File: config.mk
export PLATFORM = sky130hd
export DESIGN_NAME = edo_dram_core
export DESIGN_NICKNAME = d
export VERILOG_FILES = /design/src/rtl/edo_pkg.sv /design/src/rtl/edo_strobe_sampler.sv /design/src/rtl/edo_refresh_counter.sv /design/src/rtl/edo_cell_array.sv /design/src/rtl/edo_dram_core.sv
export SDC_FILE = /design/constraint.sdc
export NUM_CORES = 1
export LEC_CHECK = 0
export ABC_AREA = 0
export ABC_CLOCK_PERIOD_IN_PS = 7100
export BUFFER_PORTS_ARGS = -buffer_cell sky130_fd_sc_hd__buf_4
export CORE_UTILIZATION = 60
export CTS_CLUSTER_DIAMETER = 120
export DETAILED_ROUTE_END_ITERATION = 12
export PLACE_DENSITY = 0.86
export SYNTH_ARGS = -nofsm -noshare
export SYNTH_HDL_FRONTEND = slang
export SYNTH_SLANG_ARGS = --single-unit
File: constraint.sdc
create_clock -name clk -period 7.1 [get_ports clk]
set_input_delay 0.71 -clock clk [delete_from_list [all_inputs] [get_ports clk]]
set_output_delay 0.71 -clock clk [all_outputs]
set_load 0.005 [all_outputs]
File: src/rtl/edo_pkg.sv
package edo_pkg;
   typedef enum logic [2:0] {
      CYC_IDLE    = 3'd0,
      CYC_READ    = 3'd1,
      CYC_WRITE   = 3'd2,
      CYC_RMW     = 3'd3,
      CYC_ROW     = 3'd4,
      CYC_REFRESH = 3'd5
   } edo_cyc_e;
endpackage

File: src/rtl/edo_strobe_sampler.sv
module edo_strobe_sampler #(
   parameter int ADDR_W = 12,
   parameter int DATA_W = 16
) (
   input  logic              clk,
   input  logic              rst_n,
   input  logic              ras_n,
   input  logic [1:0]        cas_n,
   input  logic              we_n,
   input  logic              oe_n,
   input  logic [ADDR_W-1:0] addr,
   input  logic [DATA_W-1:0] din,
   output logic              ras_c,
   output logic              ras_p,
   output logic [1:0]        cas_c,
   output logic [1:0]        cas_p,
   output logic              we_c,
   output logic              we_p,
   output logic              oe_c,
   output logic [ADDR_W-1:0] addr_q,
   output logic [DATA_W-1:0] din_q
);
   // current sample and the one before it; strobes idle high
   always_ff @(posedge clk or negedge rst_n) begin
      if (!rst_n) begin
         ras_c  <= 1'b1;
         ras_p  <= 1'b1;
         cas_c  <= 2'b11;
         cas_p  <= 2'b11;
         we_c   <= 1'b1;
         we_p   <= 1'b1;
         oe_c   <= 1'b1;
         addr_q <= '0;
         din_q  <= '0;
      end else begin
         ras_c  <= ras_n;
         ras_p  <= ras_c;
         cas_c  <= cas_n;
         cas_p  <= cas_c;
         we_c   <= we_n;
         we_p   <= we_c;
         oe_c   <= oe_n;
         addr_q <= addr;
         din_q  <= din;
      end
   end
endmodule

File: src/rtl/edo_refresh_counter.sv
module edo_refresh_counter #(
   parameter int ROW_W = 12
) (
   input  logic             clk,
   input  logic             rst_n,
   input  logic             inc,
   output logic [ROW_W-1:0] count
);
   localparam logic [ROW_W-1:0] LAST = {ROW_W{1'b1}};

   always_ff @(posedge clk or negedge rst_n) begin
      if (!rst_n)
         count <= '0;
      else if (inc)
         count <= (count == LAST) ? '0 : count + 1'b1;
   end
endmodule

File: src/rtl/edo_cell_array.sv
module edo_cell_array #(
   parameter int DATA_W = 16,
   parameter int IDX_W  = 5
) (
   input  logic              clk,
   input  logic [1:0]        lane_we,
   input  logic [IDX_W-1:0]  idx,
   input  logic [DATA_W-1:0] wdata,
   output logic [DATA_W-1:0] rdata
);
   localparam int WORDS  = 2 ** IDX_W;
   localparam int LANE_W = DATA_W / 2;

   logic [DATA_W-1:0] mem [WORDS];

   always_ff @(posedge clk) begin
      for (int ln = 0; ln < 2; ln++) begin
         if (lane_we[ln])
            mem[idx][ln*LANE_W +: LANE_W] <= wdata[ln*LANE_W +: LANE_W];
      end
   end

   assign rdata = mem[idx];
endmodule

File: src/rtl/edo_dram_core.sv
module edo_dram_core
   import edo_pkg::*;
#(
   parameter int ROW_W        = 12,
   parameter int COL_W        = 10,
   parameter int DATA_W       = 16,
   parameter int ARR_ROW_BITS = 2,
   parameter int ARR_COL_BITS = 3,
   localparam int ADDR_W      = (ROW_W > COL_W) ? ROW_W : COL_W
) (
   input  logic              clk,
   input  logic              rst_n,
   input  logic              ras_n,
   input  logic              lcas_n,
   input  logic              ucas_n,
   input  logic              we_n,
   input  logic              oe_n,
   input  logic [ADDR_W-1:0] addr,
   input  logic [DATA_W-1:0] din,
   output logic [DATA_W-1:0] dout,
   output logic [1:0]        dq_oe,
   output logic [2:0]        cyc_type,
   output logic              ref_pulse,
   output logic [ROW_W-1:0]  ref_row
);
   localparam int IDX_W = ARR_ROW_BITS + ARR_COL_BITS;

   if (DATA_W < 2 || (DATA_W % 2) != 0) begin : g_bad_data
      $error("DATA_W must be even and at least 2");
   end
   if (ARR_ROW_BITS < 1 || ARR_ROW_BITS > ROW_W) begin : g_bad_row
      $error("ARR_ROW_BITS must lie in 1..ROW_W");
   end
   if (ARR_COL_BITS < 1 || ARR_COL_BITS > COL_W) begin : g_bad_col
      $error("ARR_COL_BITS must lie in 1..COL_W");
   end

   // sampled strobes
   logic              ras_c, ras_p, we_c, we_p, oe_c;
   logic [1:0]        cas_c, cas_p;
   logic [ADDR_W-1:0] addr_q;
   logic [DATA_W-1:0] din_q;

   edo_strobe_sampler #(.ADDR_W(ADDR_W), .DATA_W(DATA_W)) u_smp (
      .clk    (clk),
      .rst_n  (rst_n),
      .ras_n  (ras_n),
      .cas_n  ({ucas_n, lcas_n}),
      .we_n   (we_n),
      .oe_n   (oe_n),
      .addr   (addr),
      .din    (din),
      .ras_c  (ras_c),
      .ras_p  (ras_p),
      .cas_c  (cas_c),
      .cas_p  (cas_p),
      .we_c   (we_c),
      .we_p   (we_p),
      .oe_c   (oe_c),
      .addr_q (addr_q),
      .din_q  (din_q)
   );

   // edge decode
   logic cas_c_any, cas_p_any;
   logic ras_fall, ras_rise, cas_fall, we_fall, cycle_end;

   assign cas_c_any = ~&cas_c;
   assign cas_p_any = ~&cas_p;
   assign ras_fall  = ras_p & ~ras_c;
   assign ras_rise  = ~ras_p & ras_c;
   assign cas_fall  = cas_c_any & ~cas_p_any;
   assign we_fall   = we_p & ~we_c;
   assign cycle_end = ras_c & ~cas_c_any;

   // cycle state
   edo_cyc_e                cyc_q;
   logic                    open_q, cbr_q;
   logic [ARR_ROW_BITS-1:0] row_q;
   logic [ARR_COL_BITS-1:0] col_q, col_sel;
   logic [DATA_W-1:0]       hold_q, rdata;
   logic [1:0]              lane_on, lane_we;
   logic [ROW_W-1:0]        ctr_row;
   logic                    access, rd_ev, wr_ev, ctr_inc;

   assign col_sel = cas_fall ? addr_q[ARR_COL_BITS-1:0] : col_q;
   assign access  = open_q & ~ras_c;
   assign rd_ev   = access & cas_fall & we_c;
   assign wr_ev   = access & cas_c_any & ~we_c & (cas_fall | we_fall);
   assign lane_we = wr_ev ? ~cas_c : 2'b00;
   assign ctr_inc = ras_rise & cbr_q;

   edo_refresh_counter #(.ROW_W(ROW_W)) u_ctr (
      .clk   (clk),
      .rst_n (rst_n),
      .inc   (ctr_inc),
      .count (ctr_row)
   );

   edo_cell_array #(.DATA_W(DATA_W), .IDX_W(IDX_W)) u_arr (
      .clk     (clk),
      .lane_we (lane_we),
      .idx     ({row_q, col_sel}),
      .wdata   (din_q),
      .rdata   (rdata)
   );

   always_ff @(posedge clk or negedge rst_n) begin
      if (!rst_n) begin
         cyc_q     <= CYC_IDLE;
         open_q    <= 1'b0;
         cbr_q     <= 1'b0;
         row_q     <= '0;
         col_q     <= '0;
         hold_q    <= '0;
         lane_on   <= 2'b00;
         ref_pulse <= 1'b0;
         ref_row   <= '0;
      end else begin
         ref_pulse <= 1'b0;
         if (ras_fall) begin
            ref_pulse <= 1'b1;
            if (cas_p_any) begin
               cbr_q   <= 1'b1;
               ref_row <= ctr_row;
               cyc_q   <= CYC_REFRESH;
            end else begin
               open_q  <= 1'b1;
               row_q   <= addr_q[ARR_ROW_BITS-1:0];
               ref_row <= addr_q[ROW_W-1:0];
               cyc_q   <= CYC_ROW;
            end
         end
         if (ras_rise) begin
            open_q <= 1'b0;
            cbr_q  <= 1'b0;
         end
         if (rd_ev) begin
            col_q   <= addr_q[ARR_COL_BITS-1:0];
            hold_q  <= rdata;
            lane_on <= ~cas_c;
            cyc_q   <= CYC_READ;
         end
         if (wr_ev) begin
            if (cas_fall)
               col_q <= addr_q[ARR_COL_BITS-1:0];
            lane_on <= 2'b00;
            cyc_q   <= (cyc_q == CYC_READ || cyc_q == CYC_RMW) ? CYC_RMW : CYC_WRITE;
         end
         if (cycle_end) begin
            cyc_q   <= CYC_IDLE;
            lane_on <= 2'b00;
         end
      end
   end

   for (genvar ln = 0; ln < 2; ln++) begin : g_lane
      assign dq_oe[ln] = lane_on[ln] & ~oe_c & we_c;
   end

   assign dout     = hold_q;
   assign cyc_type = cyc_q;
endmodule


# --- Word level (Yosys, flattened, before mapping) ---
# Memories as Yosys holds them, arrays and structs flattened. A register that Yosys moved wholly into a read port is not among the register bits.
# Index checks and enable logic that the tools add are counted.
totals:
  regBits: 74
  ram_bits: 512
  out_inout_bits: 34
  word_cells: 85
  n_memories: 1
memory_table:
  columns: ["name", "depth", "width", "read_ports", "rd_ports_with_merged_regs", "write_ports", "line", "rtl"]
  rows:
  - ["u_arr.mem", 32, 16, 1, 1, 1, "edo_cell_array.sv:14", "logic [DATA_W-1:0] mem [WORDS];"]
classes:
  add_sub_neg: 1
  eq_ne: 4
  n_mux: 27
  bitwise_logic: 22
  reduce_logical: 12
op_table:
  columns: ["cell", "count"]
  rows:
  - ["two-way mux 12 bit", 2]
  - ["two-way mux 3 bit", 8]
  - ["bitwise AND 1 bit", 16]
  - ["two-way mux 1 bit", 13]
  - ["adder 12 x 1 -> 12 bit, second input constant", 1]
  - ["equality test 12 bit, second input constant", 1]
  - ["two-way mux 2 bit", 4]
  - ["AND reduction 2 bit", 4]
  - ["inverter 1 bit", 4]
  - ["nonzero test 2 bit", 2]
  - ["nonzero test 4 bit", 1]
  - ["equality test 3 x 1 -> 1 bit, second input constant", 1]
  - ["equality test 3 x 2 -> 1 bit, second input constant", 1]
  - ["AND reduction 3 bit", 1]
  - ["nonzero test 3 bit", 1]
  - ["zero test 1 bit", 2]
  - ["inequality test 2 bit, second input constant", 1]
  - ["inverter 2 bit", 1]
  - ["logical OR 1 bit", 1]
  - ["bitwise OR 1 bit", 1]

# --- Longest topological paths before layout ---
logic_depth:
  depth_word: 8
  depth_mapped: 10

# --- Cells and area by module ---
# Synthesis repeated with hierarchy kept, for this count alone.
unflattened:
  cells_unflattened: 1365
  area_unflattened_um2: 23437.5
by_module_without_submodules:
  columns: ["module", "n_inst", "cells_each", "area_per_inst_um2", "seq_area_each_um2"]
  rows:
  - ["edo_cell_array", 1, 1111, 19992.9, 15374.7]
  - ["edo_dram_core", 1, 157, 1884.3, 1026.0]
  - ["edo_strobe_sampler", 1, 37, 937.1, 937.1]
  - ["edo_refresh_counter", 1, 60, 623.1, 300.3]

# --- Worst setup path before layout ---
# Ideal clock, no wire load.
synth_timing:
  path_type: "register -> register"
  start: "reg u_smp.cas_p[0]"
  end: "mem u_arr.mem[0][0], enable pin"
  setup_ns: 0.370
  arrival_ns: 2.252
  t_required_ns: 6.730
  path_slack_ns: 4.478
  stages_incl_launch_ff: 9
  path_buffers: 3
  period_less_slack_ns: 2.622
  cell_sequence: "dfstp_2 -> nand2_1 -> buf_4 -> nor4_4 -> buf_4 -> or2_2 -> buf_2 -> nand2_1 -> nor2_1"
synth_between:
  elab_chain_cells: 7
  word_cells_on_any_way: 8
  classes_between: "4 x mux; 3 x bitwise; 1 x reduce/logical"
synth_lines:
  columns: ["element", "line", "rtl"]
  rows:
  - ["from (decl)", "edo_strobe_sampler.sv:16", "output logic [1:0] cas_p,"]
  - ["from (signal assigned)", "edo_strobe_sampler.sv:39", "cas_p <= cas_c;"]
  - ["AND reduction 2 bit (*)", "edo_dram_core.sv:69", "assign cas_p_any = ~&cas_p;"]
  - ["bitwise AND 1 bit (*)", "edo_dram_core.sv:72", "assign cas_fall = cas_c_any & ~cas_p_any;"]
  - ["bitwise OR 1 bit", "edo_dram_core.sv:89", "assign wr_ev = access & cas_c_any & ~we_c & (cas_fall | we_fall);"]
  - ["bitwise AND 1 bit", "edo_dram_core.sv:89", null]
  - ["two-way mux 2 bit", "edo_dram_core.sv:90", "assign lane_we = wr_ev ? ~cas_c : 2'b00;"]
  - ["two-way mux 1 bit", "edo_cell_array.sv:18", "if (lane_we[ln])"]
  - ["two-way mux 1 bit (not written as such)", "edo_cell_array.sv:19", "mem[idx][ln*LANE_W +: LANE_W] <= wdata[ln*LANE_W +: LANE_W];"]
  - ["to (decl)", "edo_cell_array.sv:14", null]
# Every way passes the cells marked *; elsewhere a longest branch is shown, timed or not.

# --- Worst setup path after layout ---
layout_timing:
  start: "reg u_smp.cas_p[0]"
  end: "mem u_arr.mem[13][8], enable pin"
# Same word-level chain as after synthesis.

==> summary.txt <==
Status -> completed
Main combinational cell family by area after synthesis -> compound AO/OA/AOI/OAI gates
Final setup margin -> 2.81 ns
PortBufs -> 68
Layout area overhead -> 10.7%
Clock power share -> 35.4%
Crit Path Class -> reg -> reg
Num rows -> 72
Area post-placement -> 24700 sq um
Inst Count DP -> 2179
Residual DRC count -> 0
Initial antenna violation count -> 0
Post-synth EDFFs -> 512
Slew Limit Headroom -> 15.6%
TNS Setup -> 0 ns
Worst slack at placement -> 3.02 ns
Fin crit share -> 60.4%
Cells after Synth -> 1693
Remaining antenna violation count -> 0
Post-synth top area cell -> edfxtp_1
CTS tree -> built
Final Core Density -> 67.9%
Sw frac -> 27.9%
Final HPWL DP -> 37.9 mm
Full die area -> 40700 sq um
Total Routing Usage GR -> 31.9%
Vias in the first global route -> 15805
Ant. Diodes -> 0
Final Net Count -> 1756
Comb power frac -> 16.4%
Top-count cell post-synth -> edfxtp_1
CTS Buf Count -> 54
Chip height -> 202 um
Worst setup EP type -> flip-flop
Power Internal -> 6.07 mW
Post-synth top cells -> edfxtp_1, o21ai_0, nor2_1
Maximum root-to-sink buffer count -> 3
Unique masters post-synth -> 57
First-pass DRT Iterations -> 7
First-pass GRT wire length -> 97.0 mm
Adder-Cell Fraction of Synth Area -> 0.157%
Tmin final -> 4.29 ns
Fill cells -> 2375
Post-Route Hold Slack -> 0.224 ns
FF+latch count, synth -> 602
Post-synthesis simple-gate area fraction -> 4.92%
Remaining Overflow, GRT -> 0
Final Hold Fails -> 0
Clock slew at reported path FFs -> 0.06 ns
Via density -> 7.25
Mux contribution to synthesized area -> 0.235%
RSZ-0062 raised after global routing -> no
Mapped cell area -> 23900 sq um
Clock skew -> 0.0292 ns
Fraction of layout cells with a size suffix above 1 -> 12.0%
Die X -> 202 um
Pwr dens -> 317 nW/um^2
Crit path launch type -> flip-flop
Highest Clock Rate -> 233 MHz
Max IR drop VDD -> 258 uV
Clock latency at the later pin of the worst-skew pair -> 0.59 ns
Fraction of the mapped netlist area in compound gates -> 17.8%
Largest net degree at the start of global routing -> 119
Ys async rst share -> 15.0%
Area contributors post-synth -> edfxtp_1, dfrtp_1, o21ai_0
Clk sinks -> 602
Slew Viols, Final -> 0
Ys flop type -> edfxtp_1
Post-synth top area share -> 64.2%
Post-Layout Cell Count -> 2281
Post-CTS Setup Inserts -> 0
Leakage -> 8.26 nW
XOR/XNOR share of the synthesized area -> 0.329%
Final WL -> 65.4 mm
Syn Area/Cell -> 14.1 sq um
Synthesized netlist net count -> 1731
Design area -> 26500 sq um
Max Fanout on Critical Path -> 118
Reg power frac -> 48.3%
Via count -> 16531
Num ports -> 69
Worst min path class -> in -> reg
GPL Wtd Cong -> 0.923
# resized after CTS -> 0
Worst-margin pin slew -> 1.27 ns
Sequential area share after synthesis -> 73.7%
Final setup violation count -> 0
Max cap viols -> 0
Core Region -> 39000 sq um
DR WL/cell -> 28.7 um
Root buf cell -> clkbuf_16
Arr. time, crit path -> 4.49 ns
DRT iter0 DRCs -> 3169
Starting density of the core -> 61.4%
Power Total -> 8.41 mW
Total net switching power -> 2.35 mW
Synth Warn # -> 0
Post-CTS Hold Buffers -> 1
WP data required -> 7.30 ns
H-tree levels -> 2
## state kept, by name (all words and copies together), names as in the netlist, 3 cells and up
name / cells
dout: 16
u_ctr.count: 12
ref_row: 12
cyc_type: 3
u_smp.addr_q: 12
u_smp.din_q: 16
col_q: 3
u_arr.mem: 512
## layer usage
layer  share of wire, %  track usage, %  vias up
li1                   -               -     6664
met4                5.4            14.8        0
met2                 46            49.6     1630
met5                  0               0        -
met3                 15            9.12      323
met1                 34            41.9     7914
## cells in the final DEF, fill, tap and decap left out, drive strengths merged, types with 17 or more instances in the layout
master / synthesis / routed
a31oi: 17 / 17
a41oi: 103 / 103
buf: 43 / 103
clkbuf: 92 / 80
dfrtp: 81 / 81
edfxtp: 512 / 512
nand2: 48 / 48
nor2: 127 / 127
o21a: 68 / 68
o21ai: 425 / 425
## kinds of logic after synthesis
logic type	count (synthesis)
muxes	5
DFF	602
xor gates and xnor gates	9
AOI/OAI and AO/OA	684
and+or+nand+nor	250
adders and majority gates	3
buffers and inverters	140
## layout make-up
cell class	instances	area [sq um]	share of cell area (%)
multi-input cells	951	5630	21.2
flip-flops and latches	602	17600	66.5
repair buffers	104	783	2.96
inverters	5	18.8	0.0708
clock buffers	80	1570	5.92
clock inverters	21	216	0.817
well taps	518	648	2.45
## power groups by stage
stage	clock network [mW]	logic (mW)	registers [mW]
floorplan	0	0.799	4.10
global route	3.09	1.44	4.06
CTS	2.96	1.33	4.05
finish	2.98	1.38	4.06
global placement	0	1.26	4.12
detailed placement	0	1.30	4.12
## critical path, stage by stage, from the launching register on
cell and delay (ns):
dfstp_2 0.53, nand2_1 0.51, nor4b_4 0.42, buf_4 0.89, or2_2 0.46, nand2_1 0.40, nor2_1 0.65
## path summary, 6_finish.rpt
| check | depth (start not counted) | slack, ns | from | to |
|---|---|---|---|---|
| max | 6 | 2.81 | u_smp.cas_p[0]$_DFF_PN1_ | u_arr.mem[13][8]$_DFFE_PP_ |
| min | 1 | 0.22 | oe_n | u_smp.oe_c$_DFF_PN1_ |
| max reg2reg | 6 | 2.81 | u_smp.cas_p[0]$_DFF_PN1_ | u_arr.mem[13][8]$_DFFE_PP_ |
| min reg2reg | 0 | 0.40 | u_smp.cas_c[1]$_DFF_PN1_ | u_smp.cas_p[1]$_DFF_PN1_ |
| max in group asynchronous | 3 | 5.26 | rst_n | dout[12]$_DFFE_PN0P_ |
| min in group asynchronous | 2 | 0.52 | rst_n | dout[0]$_DFFE_PN0P_ |
Power figures use the tool's default switching activity.
